===== src/rtl/sc_pkg.sv =====
package sc_pkg;
  localparam int SC_DATA_W = 8;
  localparam logic [SC_DATA_W-1:0] TS_DIRECT_RAW  = 8'h3B;
  localparam logic [SC_DATA_W-1:0] TS_INVERSE_RAW = 8'h03;

  typedef enum logic [1:0] {RX_IDLE, RX_RUN, RX_STOP} rx_st_e;

  // line levels for a byte: {parity level, data levels in send order}
  function automatic logic [SC_DATA_W:0] sc_encode(input logic [SC_DATA_W-1:0] d,
                                                   input logic inv);
    logic [SC_DATA_W-1:0] r;
    for (int i = 0; i < SC_DATA_W; i++)
      r[i] = inv ? ~d[SC_DATA_W-1-i] : d[i];
    return {inv ? ~(^d) : (^d), r};
  endfunction

  // decode line levels: {parity error, data}
  function automatic logic [SC_DATA_W:0] sc_decode(input logic [SC_DATA_W-1:0] r,
                                                   input logic pl, input logic inv);
    logic [SC_DATA_W-1:0] d;
    logic p;
    for (int i = 0; i < SC_DATA_W; i++)
      d[i] = inv ? ~r[SC_DATA_W-1-i] : r[i];
    p = inv ? ~pl : pl;
    return {(^d) ^ p, d};
  endfunction
endpackage


===== src/rtl/sc_tx.sv =====
module sc_tx
  import sc_pkg::*;
#(
  parameter int GUARD_W = 8
) (
  input  logic                 clk,
  input  logic                 rst_n,
  input  logic                 en,
  input  logic                 half_tick,
  input  logic                 inv,
  input  logic [GUARD_W-1:0]   guard,
  input  logic                 in_valid,
  input  logic [SC_DATA_W-1:0] in_data,
  output logic                 in_ready,
  output logic                 busy,
  output logic                 drive_low
);
  localparam int SH_W     = SC_DATA_W + 3;          // start, data, parity, stop
  localparam int LAST_POS = 2 * SH_W - 1;
  localparam int POS_W    = $clog2(LAST_POS + 1);
  localparam int GCNT_W   = GUARD_W + 1;

  logic              busy_q;
  logic [SH_W-1:0]   sh_q;
  logic [GCNT_W-1:0] gleft_q;
  logic [POS_W-1:0]  pos_q;
  logic              accept;

  assign accept = en && !busy_q && in_valid;

  always_ff @(posedge clk or negedge rst_n) begin
    if (!rst_n) begin
      busy_q  <= 1'b0;
      sh_q    <= '1;
      gleft_q <= '0;
      pos_q   <= '0;
    end else if (!en) begin
      busy_q <= 1'b0;
    end else if (accept) begin
      busy_q  <= 1'b1;
      sh_q    <= {1'b1, sc_encode(in_data, inv), 1'b0};
      gleft_q <= {guard, 1'b0};
      pos_q   <= '0;
    end else if (busy_q && half_tick) begin
      if (gleft_q != '0) begin
        gleft_q <= gleft_q - 1'b1;
      end else if (pos_q == POS_W'(LAST_POS)) begin
        busy_q <= 1'b0;
      end else begin
        pos_q <= pos_q + 1'b1;
        if (pos_q[0]) sh_q <= {1'b1, sh_q[SH_W-1:1]};
      end
    end
  end

  assign in_ready  = en && !busy_q;
  assign busy      = busy_q;
  assign drive_low = busy_q && (gleft_q == '0) && !sh_q[0];
endmodule


===== src/rtl/sc_rx.sv =====
module sc_rx
  import sc_pkg::*;
(
  input  logic                 clk,
  input  logic                 rst_n,
  input  logic                 en,
  input  logic                 half_tick,
  input  logic                 line,
  output logic                 done,
  output logic [SC_DATA_W-1:0] raw,
  output logic                 praw
);
  localparam int LAST_CNT = 2 * (SC_DATA_W + 1);
  localparam int CNT_W    = $clog2(LAST_CNT + 1);

  rx_st_e               st_q;
  logic [CNT_W-1:0]     cnt_q;
  logic [SC_DATA_W-1:0] raw_q;
  logic                 praw_q;
  logic                 done_q;

  always_ff @(posedge clk or negedge rst_n) begin
    if (!rst_n) begin
      st_q   <= RX_IDLE;
      cnt_q  <= '0;
      raw_q  <= '0;
      praw_q <= 1'b0;
      done_q <= 1'b0;
    end else begin
      done_q <= 1'b0;
      if (!en) begin
        st_q <= RX_IDLE;
      end else begin
        case (st_q)
          RX_IDLE: if (!line) begin
            st_q  <= RX_RUN;
            cnt_q <= '0;
          end
          RX_RUN: if (half_tick) begin
            cnt_q <= cnt_q + 1'b1;
            if (cnt_q == '0) begin
              if (line) st_q <= RX_IDLE;        // glitch, not a start bit
            end else if (cnt_q == CNT_W'(LAST_CNT)) begin
              praw_q <= line;
              done_q <= 1'b1;
              st_q   <= RX_STOP;
            end else if (!cnt_q[0]) begin
              raw_q <= {line, raw_q[SC_DATA_W-1:1]};
            end
          end
          RX_STOP: if (line) st_q <= RX_IDLE;
          default: st_q <= RX_IDLE;
        endcase
      end
    end
  end

  assign done = done_q;
  assign raw  = raw_q;
  assign praw = praw_q;
endmodule


===== src/rtl/sc_conv.sv =====
module sc_conv
  import sc_pkg::*;
(
  input  logic                 clk,
  input  logic                 rst_n,
  input  logic                 auto_n,
  input  logic                 conv_sw,
  input  logic                 session,
  input  logic                 done,
  input  logic [SC_DATA_W-1:0] raw,
  output logic                 conv,
  output logic                 conv_dec,
  output logic                 err
);
  logic auto_q, armed_q, err_q;
  logic is_dir, is_inv, hunting, detect;

  assign is_dir  = (raw == TS_DIRECT_RAW);
  assign is_inv  = (raw == TS_INVERSE_RAW);
  assign hunting = !auto_n && session && armed_q;
  assign detect  = hunting && done;

  always_ff @(posedge clk or negedge rst_n) begin
    if (!rst_n) begin
      auto_q  <= 1'b0;
      armed_q <= 1'b1;
      err_q   <= 1'b0;
    end else begin
      if (!session) begin
        armed_q <= 1'b1;
        err_q   <= 1'b0;
      end else if (done) begin
        armed_q <= 1'b0;
      end
      if (detect) begin
        if (is_dir)      auto_q <= 1'b0;
        else if (is_inv) auto_q <= 1'b1;
        else             err_q  <= 1'b1;
      end
    end
  end

  assign conv     = auto_n ? conv_sw : auto_q;
  assign conv_dec = hunting ? (is_dir ? 1'b0 : (is_inv ? 1'b1 : auto_q)) : conv;
  assign err      = err_q;
endmodule


===== src/rtl/sc_char_engine.sv =====
module sc_char_engine
  import sc_pkg::*;
#(
  parameter int   GUARD_W = 8,
  parameter logic HAS_CLK = 1'b1
) (
  input  logic               clk,
  input  logic               rst_n,
  input  logic               half_tick,
  input  logic               sync_mode,
  input  logic               auto_conv_n,
  input  logic               conv_sw,
  input  logic               start_session,
  input  logic [GUARD_W-1:0] guard_etu,
  input  logic               sync_clk_ctl,
  input  logic               tx_valid,
  output logic               tx_ready,
  input  logic [7:0]         tx_data,
  output logic               rx_valid,
  input  logic               rx_ready,
  output logic [7:0]         rx_data,
  output logic               rx_parity_err,
  output logic               conv_state,
  output logic               conv_err,
  input  logic               io_in,
  output logic               io_drive_low,
  output logic               card_clk
);
  logic                 io_q, sync_bit_q;
  logic                 tx_rdy, tx_busy, tx_low;
  logic                 rx_done, rx_praw;
  logic [SC_DATA_W-1:0] rx_raw;
  logic                 conv, conv_dec;
  logic [SC_DATA_W:0]   dec;
  logic [SC_DATA_W-1:0] rx_data_q;
  logic                 rx_perr_q, rx_valid_q;

  sc_tx #(.GUARD_W(GUARD_W)) u_tx (
    .clk(clk), .rst_n(rst_n), .en(!sync_mode), .half_tick(half_tick),
    .inv(conv), .guard(guard_etu), .in_valid(tx_valid), .in_data(tx_data),
    .in_ready(tx_rdy), .busy(tx_busy), .drive_low(tx_low)
  );

  sc_rx u_rx (
    .clk(clk), .rst_n(rst_n), .en(!sync_mode && !tx_busy), .half_tick(half_tick),
    .line(io_q), .done(rx_done), .raw(rx_raw), .praw(rx_praw)
  );

  sc_conv u_conv (
    .clk(clk), .rst_n(rst_n), .auto_n(auto_conv_n), .conv_sw(conv_sw),
    .session(start_session), .done(rx_done), .raw(rx_raw),
    .conv(conv), .conv_dec(conv_dec), .err(conv_err)
  );

  assign dec = sc_decode(rx_raw, rx_praw, conv_dec);

  always_ff @(posedge clk or negedge rst_n) begin
    if (!rst_n) begin
      io_q       <= 1'b1;
      sync_bit_q <= 1'b1;
      rx_data_q  <= '0;
      rx_perr_q  <= 1'b0;
      rx_valid_q <= 1'b0;
    end else begin
      io_q <= io_in;
      if (sync_mode && tx_valid) sync_bit_q <= tx_data[0];
      if (rx_done) begin
        rx_data_q  <= dec[SC_DATA_W-1:0];
        rx_perr_q  <= dec[SC_DATA_W];
        rx_valid_q <= 1'b1;
      end else if (rx_valid_q && rx_ready) begin
        rx_valid_q <= 1'b0;
      end
    end
  end

  generate
    if (HAS_CLK) begin : g_clk
      assign card_clk = sync_mode && sync_clk_ctl;
    end else begin : g_noclk
      assign card_clk = 1'b0;
    end
  endgenerate

  assign tx_ready      = sync_mode ? 1'b1 : tx_rdy;
  assign io_drive_low  = sync_mode ? !sync_bit_q : tx_low;
  assign rx_valid      = !sync_mode && rx_valid_q;
  assign rx_data       = sync_mode ? {7'b0, io_q} : rx_data_q;
  assign rx_parity_err = !sync_mode && rx_perr_q;
  assign conv_state    = conv;
endmodule


===== config.mk =====
export PLATFORM = sky130hd
export DESIGN_NAME = sc_char_engine
export DESIGN_NICKNAME = d
export VERILOG_FILES = /design/src/rtl/sc_pkg.sv /design/src/rtl/sc_tx.sv /design/src/rtl/sc_rx.sv /design/src/rtl/sc_conv.sv /design/src/rtl/sc_char_engine.sv
export SDC_FILE = /design/constraint.sdc
export NUM_CORES = 1
export LEC_CHECK = 0
export ABC_AREA = 1
export BUFFER_PORTS_ARGS = -buffer_cell sky130_fd_sc_hd__buf_2
export CAP_MARGIN = 10
export CORE_MARGIN = 3
export CORE_UTILIZATION = 30
export DETAILED_ROUTE_END_ITERATION = 7
export PLACE_DENSITY = 0.48
export SYNTH_ARGS = -nofsm -noshare
export SYNTH_HDL_FRONTEND = slang
export SYNTH_SLANG_ARGS = --single-unit

===== constraint.sdc =====
create_clock -name clk -period 1.9 [get_ports clk]
set_input_delay 0.095 -clock clk [delete_from_list [all_inputs] [get_ports clk]]
set_output_delay 0.095 -clock clk [all_outputs]
set_load 0.005 [all_outputs]

# Word-level counts from Yosys, hierarchy flattened
# Index checks and enable logic that the tools add are counted.
dict set report word_totals {
  reg_bits 58
  in_bits 27
  output_inout_bits 15
  wordCells 162
}
dict set report op_classes {
  add_sub_neg 3
  n_eq_ne 15
  mux 65
  bitwise 23
  reduce_logical 39
}
# cell n
set op_table {}
lappend op_table {{$mux 11} 5}
lappend op_table {{$mux 1} 42}
lappend op_table {{$mux 5} 6}
lappend op_table {{$mux 9} 3}
lappend op_table {{$not 1->1} 22}
lappend op_table {{$reduce_xor 8->1} 2}
lappend op_table {{$logic_and 1x1->1} 13}
lappend op_table {{$mux 2} 6}
lappend op_table {{$add 5x1->5 const B} 2}
lappend op_table {{$eq 5x5->1 const B} 2}
lappend op_table {{$pmux 5 s2} 1}
lappend op_table {{$reduce_and 5->1} 2}
lappend op_table {{$reduce_bool 2->1} 5}
lappend op_table {{$logic_not 9->1} 1}
lappend op_table {{$reduce_and 3->1} 3}
lappend op_table {{$reduce_bool 9->1} 1}
lappend op_table {{$sub 9x1->9 const B} 1}
lappend op_table {{$eq 8x2->1 const B} 1}
lappend op_table {{$eq 8x6->1 const B} 1}
lappend op_table {{$mux 8} 1}
lappend op_table {{$reduce_and 4->1} 2}
lappend op_table {{$ne 2x1->1 const B} 3}
lappend op_table {{$ne 3x3->1 const B} 2}
lappend op_table {{$pmux 2 s3} 1}
lappend op_table {{11 further kinds} 17}

# Logic depth before layout (Yosys ltp)
# Gate-level depths: netlist of run 1.
dict set report logic_depth {
  word_depth 7
  mapped_depth 19
  depth_no_buf 18
}

# Cells and area by module
# A second synthesis of run 1 with hierarchy kept.
dict set report hier_totals {
  hier_cells 549
  area_unflattened_um2 3741.1
}
# mod n_inst cells_each area_per_inst_um2 seq_area_each_um2
set by_module_without_submodules {}
lappend by_module_without_submodules {sc_tx 1 259 1747.9 638.1}
lappend by_module_without_submodules {sc_rx 1 110 892.1 425.4}
lappend by_module_without_submodules {sc_char_engine 1 136 862.1 302.8}
lappend by_module_without_submodules {sc_conv 1 44 239.0 76.3}

# Worst setup path before layout of run 1
# OpenSTA, ideal clock, no wires.
dict set report synth_path {
  kind {reg-to-reg}
  startpoint {register u_tx.gleft_q[0]}
  endpoint {register u_tx.sh_q[7]}
  arrival_ns 1.786
  required_time_ns 1.821
  setup_slack_ns 0.035
  path_stages_with_launch 16
  n_path_buf 1
  period_less_slack_ns 1.865
  cell_sequence {dfrtp_1 inv_1 ha_1 nand2_2 nor3_2 nand2_1 nor2_2 nand3_2 nor2_1 nand2_1 nand2_1 nand2_1 nand2_2 buf_4 nand2_1 o21ai_0}
}
dict set report synth_via {
  elab_chain_cells 3
}
# element line_no
set synth_rtl {}
lappend synth_rtl {{from (decl)} sc_tx.sv:25} ;# logic [GCNT_W-1:0] gleft_q;
lappend synth_rtl {{from (signal assigned)} sc_tx.sv:42} ;# gleft_q <= {guard, 1'b0};
lappend synth_rtl {{from (signal assigned)} sc_tx.sv:46} ;# gleft_q <= gleft_q - 1'b1;
lappend synth_rtl {{$reduce_bool 9->1} sc_tx.sv:45} ;# if (gleft_q != '0) begin
lappend synth_rtl {{$ne 2x1->1 (no line)} n/a}
lappend synth_rtl {{$reduce_and 5->1 (no line)} n/a}
lappend synth_rtl {{to (signal assigned)} sc_tx.sv:41} ;# sh_q <= {1'b1, sc_encode(in_data, inv), 1'b0};
lappend synth_rtl {{to (signal assigned)} sc_tx.sv:51} ;# if (pos_q[0]) sh_q <= {1'b1, sh_q[SH_W-1:1]};
lappend synth_rtl {{to (decl)} sc_tx.sv:24} ;# logic [SH_W-1:0] sh_q;
# Every way passes these cells.
# A chain may end at the register's enable or synchronous reset.

# Final worst setup path of run 1
dict set report layout_path {
  startpoint {register u_tx.gleft_q[1]}
  endpoint {output port io_drive_low}
}
dict set report layout_via {
  elab_chain_cells 4
}
# element line_no
set layout_rtl {}
lappend layout_rtl {{$logic_not 9->1} sc_tx.sv:58} ;# assign drive_low = busy_q && (gleft_q == '0) && !sh_q[0];
lappend layout_rtl {{$logic_and 1x1->1 (2 in a row)} sc_tx.sv:58}
lappend layout_rtl {{$mux 1} sc_char_engine.sv:86} ;# assign io_drive_low = sync_mode ? !sync_bit_q : tx_low;
lappend layout_rtl {{to (decl)} sc_char_engine.sv:26} ;# output logic io_drive_low,
# Every way passes these cells.

==> results of run 1 <==
==> metal layers <==
| layer | vias up | wire length (um) | global-route usage (%) |
|---|---|---|---|
| met3 | 11 | 276 | 2.88 |
| li1 | 1711 | - | - |
| met5 | - | 0 | 0 |
| met1 | 1502 | 4250 | 19.9 |
| met2 | 47 | 3940 | 22.8 |
| met4 | 0 | 162 | 6.49 |
==> power breakdown <==
group / switching (mW) / internal [mW] / leakage (nW) / total [mW]
combinational: 0.987 / 0.879 / 1.70 / 1.87
sequential: 0.200 / 1.57 / 0.677 / 1.76
clock: 0.495 / 0.713 / 0.107 / 1.21
total: 1.68 / 3.16 / 2.48 / 4.84
==> worst max-delay path, stage by stage, from the launching register on <==
cell	delay (ps)
dfrtp_1	370
inv_2	80
ha_4	150
nand2_4	50
nor3_4	170
nand2_1	100
nor2_2	140
nand3_2	110
buf_4	150
o32ai_2	180
buf_2	150
==> repair_timing <==
item	4_1_cts	5_1_grt
resized for setup	49	51
cloned	2	1
endpoints found under the setup margin	15	25
hold buffers	9	0
pin swaps	16	41
setup buffers	29	12
endpoints found under the hold margin	18	0
==> cell families (layout without fill, tap and decap cells) <==
| kind of cell | count (synthesis) | after routing | share of synthesized area (%) |
|---|---|---|---|
| simple gates | 209 | 210 | 27.8 |
| flops | 57 | 57 | 42.9 |
| buf+inv | 75 | 209 | 9.20 |
| compound gates | 88 | 88 | 14.7 |
| fa+ha+maj | 6 | 6 | 2.23 |
| xor+xnor | 11 | 11 | 3.09 |
==> state kept, by name, summed over array words and instances (netlist names), 2 cells and up <==
name	flops
rx_data_q	8
u_tx.gleft_q	9
u_rx.st_q	2
u_rx.cnt_q	5
u_rx.raw	8
u_tx.pos_q	5
u_tx.sh_q	10
==> final timing paths <==
path / end / slack [ps] / cells past startpoint
max in group asynchronous: u_conv.armed_q$_DFFE_PN1P_ / 960 / 3
min: sync_bit_q$_DFFE_PN1P_ / 20 / 2
max: io_drive_low / -180 / 10
min in group asynchronous: u_tx.gleft_q[5]$_DFFE_PN0P_ / 270 / 2
max reg2reg: u_tx.sh_q[8]$_DFFE_PN1P_ / -130 / 16
min reg2reg: u_conv.armed_q$_DFFE_PN1P_ / 470 / 2
==> placed cells by master, fill, tap and decap left out, drive strengths merged <==
| master | instances |
|---|---|
| nand2 | 128 |
| o31ai | 3 |
| inv | 61 |
| o211ai | 10 |
| dlygate4sd3 | 9 |
| xnor2 | 5 |
| a31oi | 2 |
| or2 | 2 |
| nand4 | 5 |
| o221ai | 1 |
| o32ai | 1 |
| a32o | 1 |
| dfstp | 13 |
| xor2 | 6 |
| a21oi | 16 |
| o22ai | 3 |
| clkbuf | 14 |
| and3 | 1 |
| clkinv | 2 |
| buf | 122 |
| bufinv | 1 |
| o21ai | 50 |
| ha | 6 |
| nor3b | 2 |
| o21a | 1 |
| nor3 | 6 |
| dfrtp | 44 |
| nand3 | 34 |
| nor2 | 32 |
==> area by class of cell <==
cell class | count | area share (%)
clock buffers | 14 | 3.48
well taps | 140 | 3.53
multi-input cells | 315 | 38.7
inverters | 62 | 4.74
clock inverters | 2 | 0.706
flip-flops and latches | 57 | 29.1
repair buffers | 131 | 19.8
==> run_results.csv, run 1 <==
group,metric,value,unit
run_status,outcome,"finished with violations",
run_status,violations,"negative setup slack",
yosys,syn-cell-area,3360,um2
layout,fin_cells,721,
floorplan,rows,38,
cts,h-tree-depth,3,
placement,io_buffers,41,
grt,grt_max_degree,37,
power_and_ir_drop,p_per_area,975,nW/um2
drt,viasPerCell,4.54,
timing,fmax,480,MHz
yosys,synthArstFlopShare,100,%
placement,place_area,4020,um2
placement,hpwl,6050,um
yosys,synth_seq_cells,57,
layout,nets,609,
timing,report.final.setup_viol,16,
drt,wire_per_inst,12.0,um
yosys,synthTopCellsByArea,"dfrtp_1, nand2_1, dfstp_2",
floorplan,core,10900,um2
drt,wl,8630,um
critical_path,crit_fanout,3,
drt,ant_nets,0,
min_path,hold_path.class,"primary input to flop",
grt,antenna_found_initial,0,
cts,cts_buffers,9,
min_path,min_from,"sync_mode",
layout,area_growth,47.7,%
yosys,yosysTopAreaCellShare,32.8,%
critical_path,timing.rr.start,"u_tx.gleft_q[1]$_DFFE_PN0P_",
layout,fillCellCount,1095,
placement,pre_cts_ws,-107,ps
grt,grt_pass1_wl,15100,um
grt,grt_overflow_total,0,
layout,regArea,1440,um2
power_and_ir_drop,power.total,4.84,mW
critical_path,worst_ep_arrival_time,1990,ps
yosys,synth_edf_count,0,
yosys,synth_nets,479,
timing,drv_slew,0,
floorplan,die_area,12500,um2
drt,vias,3271,
yosys,synth_flop_cell,"dfrtp_1",
timing,skew,15.8,ps
yosys,yosysWarnings,0,
cts,clk_latency,350,ps
timing,maxSlewHeadroom,62.4,%
cts,cts_root_buf,"clkbuf_8",
yosys,synth_common_cells,"nand2_1, inv_1, o21ai_0, dfrtp_1, nand3_1",
yosys,synth_cell_type_count,37,
yosys,ys_seq_area_share,42.9,%
layout,multi_input_comb_area,1920,um2
timing,timing.hold.ws,18.0,ps
timing,min_period_over_period,110,%
timing,setup-tns-final,-1330,ps
floorplan,io_pins,42,
drt,drcViolationCount,0,
cts,cts_tree,"done",
power_and_ir_drop,p_leak,2.48,nW
run,drv_cap,0,
critical_path,cp.required,1800,ps
floorplan,fp.dieW,112,um
grt,grt_pass1_vias,3236,
timing,worst_slew_pin_slew,565,ps
timing,setup_slack,-183,ps
critical_path,crit_start,"u_tx.gleft_q[1]$_DFFE_PN0P_",
cts,path_clk_slew,70,ps
placement,finalWeightedCongestion,0.785,
drt,drtIter0Drc,163,
critical_path,critPathKind,"flop to primary output",
layout,drive_above_1_share,40.4,%
critical_path,start_kind,"flop",
yosys,synth_area_leader_cell,"dfrtp_1",
layout,post-route-util,45.6,%
timing,fin_crit,2080,ps
power_and_ir_drop,ir_worst_vdd,0.498,mV
grt,gr-usage-all-layers,14.7,%
yosys,postSynthAreaPerCell,7.53,um2
drt,dr.pass1.iters,4,
placement,placed_cells,658,
critical_path,end_kind,"primary output",
floorplan,start_util,30.9,%
layout,antenna_cells,0,
timing,rsz0062_at_grt,"true",
floorplan,chipHeight,112,um
cts,clock_sinks,57,
timing,hold_violations,0,
cts,cts_buffer_depth,2,
yosys,synth_cells,446,
layout,final_area,4960,um2
yosys,yosysMostFrequentCell,"nand2_1",
Power figures use the tool's default switching activity.
==> inputs of run 2 (changes only) <==
--- a/config.mk
+++ b/config.mk
@@ -10,6 +10,7 @@
 export CAP_MARGIN = 10
 export CORE_MARGIN = 3
 export CORE_UTILIZATION = 30
+export CTS_BUF_LIST = sky130_fd_sc_hd__clkbuf_4
 export DETAILED_ROUTE_END_ITERATION = 7
 export PLACE_DENSITY = 0.48
 export SYNTH_ARGS = -nofsm -noshare
==> run 2 against run 1 <==
  * Highest routed layer unchanged
  * Via count is 1.7% higher
  * Sequential share of layout area barely moved
  * Count of clock-buffer cells in the layout fell by 3
  * First-iteration DRC count is 3.7% higher
  * The flow still finishes with violations (negative setup slack)
  * Register-to-register slack better by 60 ps
  * Power decreased by 5.8%
  * Setup slack gained 3.3 ps
  * Worst hold slack improved by 29 ps
  * Global-route usage down 0.072 points
  * Clock skew grew 6.6 ps
  * Non-clock buffer count grew 4
  * Combinational power rose by 2%
==> run_results.csv, run 2 (same netlist as run 1, synthesis figures left out) <==
group,metric,value,unit
placement,place_area,4020,um2
critical_path,critPathKind,"flop to primary output",
drt,ant_nets,0,
layout,multi_input_comb_area,1940,um2
critical_path,timing.rr.start,"u_conv.armed_q$_DFFE_PN1P_",
floorplan,die_area,12500,um2
drt,drtIter0Drc,169,
floorplan,rows,38,
critical_path,end_kind,"primary output",
layout,largest_reg_flops,10,
critical_path,worst_ep_arrival_time,1980,ps
timing,report.final.setup_viol,6,
layout,post-route-util,45.6,%
run_status,violations,"negative setup slack",
grt,grt_max_degree,37,
grt,gr-usage-all-layers,14.6,%
drt,drcViolationCount,0,
layout,area_growth,47.7,%
drt,dr.pass1.iters,6,
layout,fin_cells,727,
grt,grt_overflow_total,0,
cts,cts_tree,"done",
placement,pre_cts_ws,-107,ps
min_path,hold_path.class,"primary input to flop",
timing,skew,22.4,ps
min_path,min_to,"u_tx.sh_q[2]$_DFFE_PN1P_",
critical_path,start_kind,"flop",
cts,cts_root_buf,"clkbuf_4",
drt,wire_per_inst,12.2,um
floorplan,core,10900,um2
floorplan,fp.dieW,112,um
layout,drive_above_1_share,41.5,%
floorplan,chipHeight,112,um
cts,clk_latency,410,ps
grt,antenna_found_initial,1,
critical_path,cp.required,1800,ps
layout,reg.largest.list,"u_tx.sh_q: 10 flops, u_tx.gleft_q: 9 flops",
critical_path,r2r_end,"rx_perr_q$_DFFE_PN0P_",
layout,layout_common_cells,"nand2_1, buf_4, inv_1",
placement,placed_cells,658,
layout,layout_commonest_cell,"nand2_1",
layout,regArea,1440,um2
timing,fmax,481,MHz
grt,grt_pass1_vias,3261,
timing,min_period_over_period,109,%
cts,cts_buffers,9,
timing,worst_slew_pin_slew,557,ps
timing,drv_slew,0,
timing,hold_violations,0,
cts,cts_buffer_depth,2,
power_and_ir_drop,p_per_area,919,nW/um2
grt,grt_pass1_wl,15000,um
critical_path,reg2reg_slack,-70,ps
placement,hpwl,6050,um
timing,rsz0062_at_grt,"true",
layout,nets,614,
floorplan,start_util,30.9,%
cts,h-tree-depth,3,
power_and_ir_drop,ir_worst_vdd,0.422,mV
run,drv_cap,0,
cts,path_clk_slew,110,ps
layout,final_area,4960,um2
drt,viasPerCell,4.58,
timing,fin_crit,2080,ps
critical_path,r2r_cells,14,
floorplan,io_pins,42,
layout,regMostFlops,"u_tx.sh_q",
drt,wl,8850,um
timing,setup_slack,-180,ps
placement,finalWeightedCongestion,0.785,
drt,vias,3328,
min_path,hold_depth,3,
run_status,outcome,"finished with violations",
power_and_ir_drop,p_leak,2.46,nW
critical_path,crit_fanout,3,
timing,maxSlewHeadroom,62.9,%
min_path,min_from,"tx_data[1]",
layout,fillCellCount,1111,
placement,io_buffers,41,
cts,clock_sinks,57,
run 2: changes by cell type in the layout (fill, tap and decap cells not counted), moves of 3 or more:
cell           delta
dlygate4sd3_1     +5
clkbuf_8         -12
nand2_1           -4
nand2_4           +3
clkbuf_4         +11
run 2: area by class of cell:
class	instances	area share [%]
diodes	1	0.0504
well taps	140	3.53
clock buffers	11	1.66
clock inverters	5	0.933
multi-input cells	315	39.1
repair inverters	1	0.101
repair buffers	135	20.6
flip-flops and latches	57	29.1
inverters	62	4.92
run 2: per-layer routing:
layer  wire length (um)  vias to the layer above  global-route usage, %  share of wire (%)
met5                  0                        -                      0                  0
met4                202                        0                   5.76                2.3
met3                246                       15                   2.61                2.8
met2               4060                       46                   23.3                 46
met1               4350                     1541                   19.8                 49
li1                   -                     1726                      -                  -
run 2: what timing repair did:
| action | CTS | global route |
|---|---|---|
| endpoints found under the hold margin | 22 | 0 |
| pin swaps | 16 | 39 |
| hold buffers | 14 | 0 |
| gates resized for setup | 40 | 69 |
| endpoints found under the setup margin | 15 | 26 |
| cloned | 2 | 2 |
| setup buffers | 27 | 12 |
run 2: per-stage QoR:
step	power (mW)	hold WS, ps	TNS, ps
6_report	4.56	47.3	-400
5_1_grt	4.95	45.6	-2760
4_1_cts	4.36	32.7	-616
3_5_place_dp	3.24	113	-806
3_3_place_gp	3.21	97.3	-213
2_1_floorplan	2.69	-201	0
run 2: how the worst max path moves through the flow:
stage	cells after the start	start	slack [ps]	endpoint
floorplan	15	u_tx.gleft_q[0]$_DFFE_PN0P_	40	u_tx.sh_q[7]$_DFFE_PN1P_
global placement	14	u_tx.gleft_q[0]$_DFFE_PN0P_	-50	u_tx.sh_q[2]$_DFFE_PN1P_
detailed placement	15	u_tx.gleft_q[1]$_DFFE_PN0P_	-110	u_tx.pos_q[4]$_DFFE_PN0P_
CTS	10	u_tx.gleft_q[0]$_DFFE_PN0P_	-210	io_drive_low
global route	10	u_tx.gleft_q[0]$_DFFE_PN0P_	-320	io_drive_low
finish	10	u_tx.gleft_q[0]$_DFFE_PN0P_	-180	io_drive_low
run 2: power by group:
part	total [mW]	internal, mW	leakage (nW)	switching (mW)
logic	1.91	0.896	1.71	1.01
registers	1.76	1.56	0.677	0.199
clock network	0.885	0.417	0.0734	0.468
run 2: critical path, stage by stage (launching register included):
cell	delay [ps]
dfrtp_1	380
inv_2	80
ha_4	150
nand2_4	50
nor3_4	120
nand2_1	100
nor2_2	120
nand3_2	100
buf_4	150
o32ai_2	180
buf_2	150
==> inputs of run 3 (changes only) <==
--- a/config.mk
+++ b/config.mk
@@ -9,10 +9,10 @@
 export BUFFER_PORTS_ARGS = -buffer_cell sky130_fd_sc_hd__buf_2
 export CAP_MARGIN = 10
 export CORE_MARGIN = 3
-export CORE_UTILIZATION = 30
+export CORE_UTILIZATION = 50
 export CTS_BUF_LIST = sky130_fd_sc_hd__clkbuf_4
 export DETAILED_ROUTE_END_ITERATION = 7
-export PLACE_DENSITY = 0.48
+export PLACE_DENSITY = 0.73
 export SYNTH_ARGS = -nofsm -noshare
 export SYNTH_HDL_FRONTEND = slang
 export SYNTH_SLANG_ARGS = --single-unit
==> run 3 against run 2 <==
  * The flow still finishes with violations (negative setup slack)
  * Cell count fell by 13%
  * Clock skew down 2.2 ps
  * First-iteration DRC count shrank 1.8%
  * Die area is 38% lower
  * Via count is 2.6% lower
  * Sequential power about the same
  * Wire length fell by 9.8%
  * Core utilization is 25 points higher
  * Clock power is 21% lower
  * Fmax up 2.4%
  * Non-clock buffer count fell by 27
==> run_results.csv, run 3 (same netlist as run 1, synthesis figures left out) <==
group,metric,value,unit
timing,fin_crit,2030,ps
critical_path,r2r_cells,17,
grt,grt_pass1_wl,13100,um
layout,largest_reg_flops,10,
min_path,min_from,"guard_etu[2]",
layout,layout_commonest_cell,"nand2_1",
layout,fillCellCount,487,
grt,antenna_found_initial,0,
critical_path,timing.rr.start,"u_rx.raw[5]$_DFFE_PN0P_",
cts,cts_tree,"done",
critical_path,reg2reg_slack,-60,ps
critical_path,max_stage_delay,380,ps
critical_path,end_kind,"primary output",
floorplan,rows,29,
critical_path,crit_fanout,3,
cts,cts_buffers,9,
timing,maxSlewHeadroom,77.9,%
timing,fmax,492,MHz
timing,setup-tns-final,-285,ps
run_status,outcome,"finished with violations",
cts,cts_buffer_depth,2,
min_path,hold_path.class,"primary input to flop",
layout,reg.largest.list,"u_tx.sh_q: 10 flops, u_tx.gleft_q: 9 flops",
timing,hold_violations,0,
layout,multi_input_comb_area,1840,um2
floorplan,io_pins,42,
grt,grt_pass1_vias,2993,
placement,place_area,3890,um2
layout,post-route-util,70.9,%
critical_path,cp.required,1800,ps
placement,placed_cells,587,
layout,layout_common_cells,"nand2_1, inv_1, buf_4",
timing,timing.hold.ws,38.1,ps
timing,report.final.setup_viol,6,
timing,drv_slew,0,
min_path,hold_depth,5,
cts,h-tree-depth,3,
run_status,violations,"negative setup slack",
drt,drtIter0Drc,166,
layout,fin_cells,635,
cts,cts_root_buf,"clkbuf_4",
power_and_ir_drop,ir_worst_vdd,0.456,mV
layout,area_growth,35.5,%
layout,regMostFlops,"u_tx.sh_q",
layout,nets,586,
drt,viasPerCell,5.11,
timing,skew,20.2,ps
floorplan,fp.dieW,88.0,um
layout,final_area,4550,um2
critical_path,start_kind,"flop",
min_path,min_to,"u_tx.gleft_q[3]$_DFFE_PN0P_",
drt,drcViolationCount,0,
critical_path,crit_path_cell_trace,"inv_2 -> ha_4 -> nand2_4 -> nor3_4 -> nand2_2 -> nor2_4 -> nand3_4 -> buf_6 -> o32ai_2 -> buf_2",
grt,gr-usage-all-layers,21.5,%
drt,wire_per_inst,12.6,um
layout,regArea,1440,um2
critical_path,r2r_end,"rx_perr_q$_DFFE_PN0P_",
grt,grt_max_degree,58,
placement,pre_cts_ws,-104,ps
power_and_ir_drop,p_per_area,926,nW/um2
critical_path,worst_ep_arrival_time,1940,ps
floorplan,core,6420,um2
grt,grt_overflow_total,0,
layout,antenna_cells,0,
power_and_ir_drop,power.total,4.22,mW
drt,dr.pass1.iters,4,
floorplan,die_area,7740,um2
floorplan,chipHeight,88.0,um
cts,clock_sinks,57,
timing,rsz0062_at_grt,"true",
timing,worst_slew_pin_slew,328,ps
critical_path,critPathKind,"flop to primary output",
power_and_ir_drop,p_leak,2.29,nW
cts,clk_latency,400,ps
drt,wl,7980,um
timing,setup_slack,-131,ps
cts,path_clk_slew,90,ps
layout,drive_above_1_share,34.6,%
placement,hpwl,5350,um
run,drv_cap,0,
drt,ant_nets,0,
timing,min_period_over_period,107,%
drt,vias,3242,
placement,finalWeightedCongestion,0.794,
placement,io_buffers,41,
critical_path,slowest_stage,"dfrtp_1",
floorplan,start_util,52.3,%
-- run 3: metal layers --
metal / GRT usage, % / part of all wire [%] / up-vias
met5: 0 / 0 / -
met4: 5.58 / 1.3 / 0
met3: 5.64 / 3.5 / 8
met2: 35.8 / 48 / 58
met1: 27.8 / 47 / 1513
li1: - / - / 1663
-- run 3: how the worst max path moves through the flow --
stage                           startpoint                         to  slack, ps  cells after the start
3_5_place_dp   u_tx.gleft_q[0]$_DFFE_PN0P_  u_tx.pos_q[4]$_DFFE_PN0P_       -100                     15
6_report       u_tx.gleft_q[0]$_DFFE_PN0P_               io_drive_low       -130                     10
2_1_floorplan  u_tx.gleft_q[0]$_DFFE_PN0P_   u_tx.sh_q[7]$_DFFE_PN1P_         40                     15
3_3_place_gp   u_tx.gleft_q[0]$_DFFE_PN0P_   u_tx.sh_q[2]$_DFFE_PN1P_         -1                     14
4_1_cts        u_tx.gleft_q[0]$_DFFE_PN0P_               io_drive_low       -240                     10
5_1_grt        u_tx.gleft_q[1]$_DFFE_PN0P_               io_drive_low       -300                     10
-- run 3: timing repair --
| item | in CTS | in global routing |
|---|---|---|
| endpoints found under the hold margin | 69 | 0 |
| resized for setup | 36 | 37 |
| pin swaps | 11 | 26 |
| buffers inserted | 11 | 5 |
| hold buffers | 13 | 0 |
| endpoints found under the setup margin | 15 | 22 |
| cloned | 1 | 2 |
-- run 3: where the power goes --
group / switching (mW) / internal (mW) / total, mW / leakage (nW)
combinational: 0.952 / 0.793 / 1.74 / 1.55
sequential: 0.206 / 1.56 / 1.77 / 0.677
clock: 0.437 / 0.264 / 0.702 / 0.0624
-- run 3: cell type report --
type | instances | share of cell area [%]
multi-input cells | 315 | 40.4
repair buffers | 108 | 18.3
inverters | 62 | 5.17
clock buffers | 10 | 1.65
clock inverters | 6 | 0.577
well taps | 77 | 2.12
flip-flops and latches | 57 | 31.7
-- run 3: worst max-delay path: cells and delay by family (launching register included) --
kind                     cells  cell delay (ps)
flip-flops                   1              380
buffers and inverters        3              360
AND/OR/NAND/NOR              5              500
AO/OA/AOI/OAI                1              180
adder cells (fa/ha/maj)      1              140
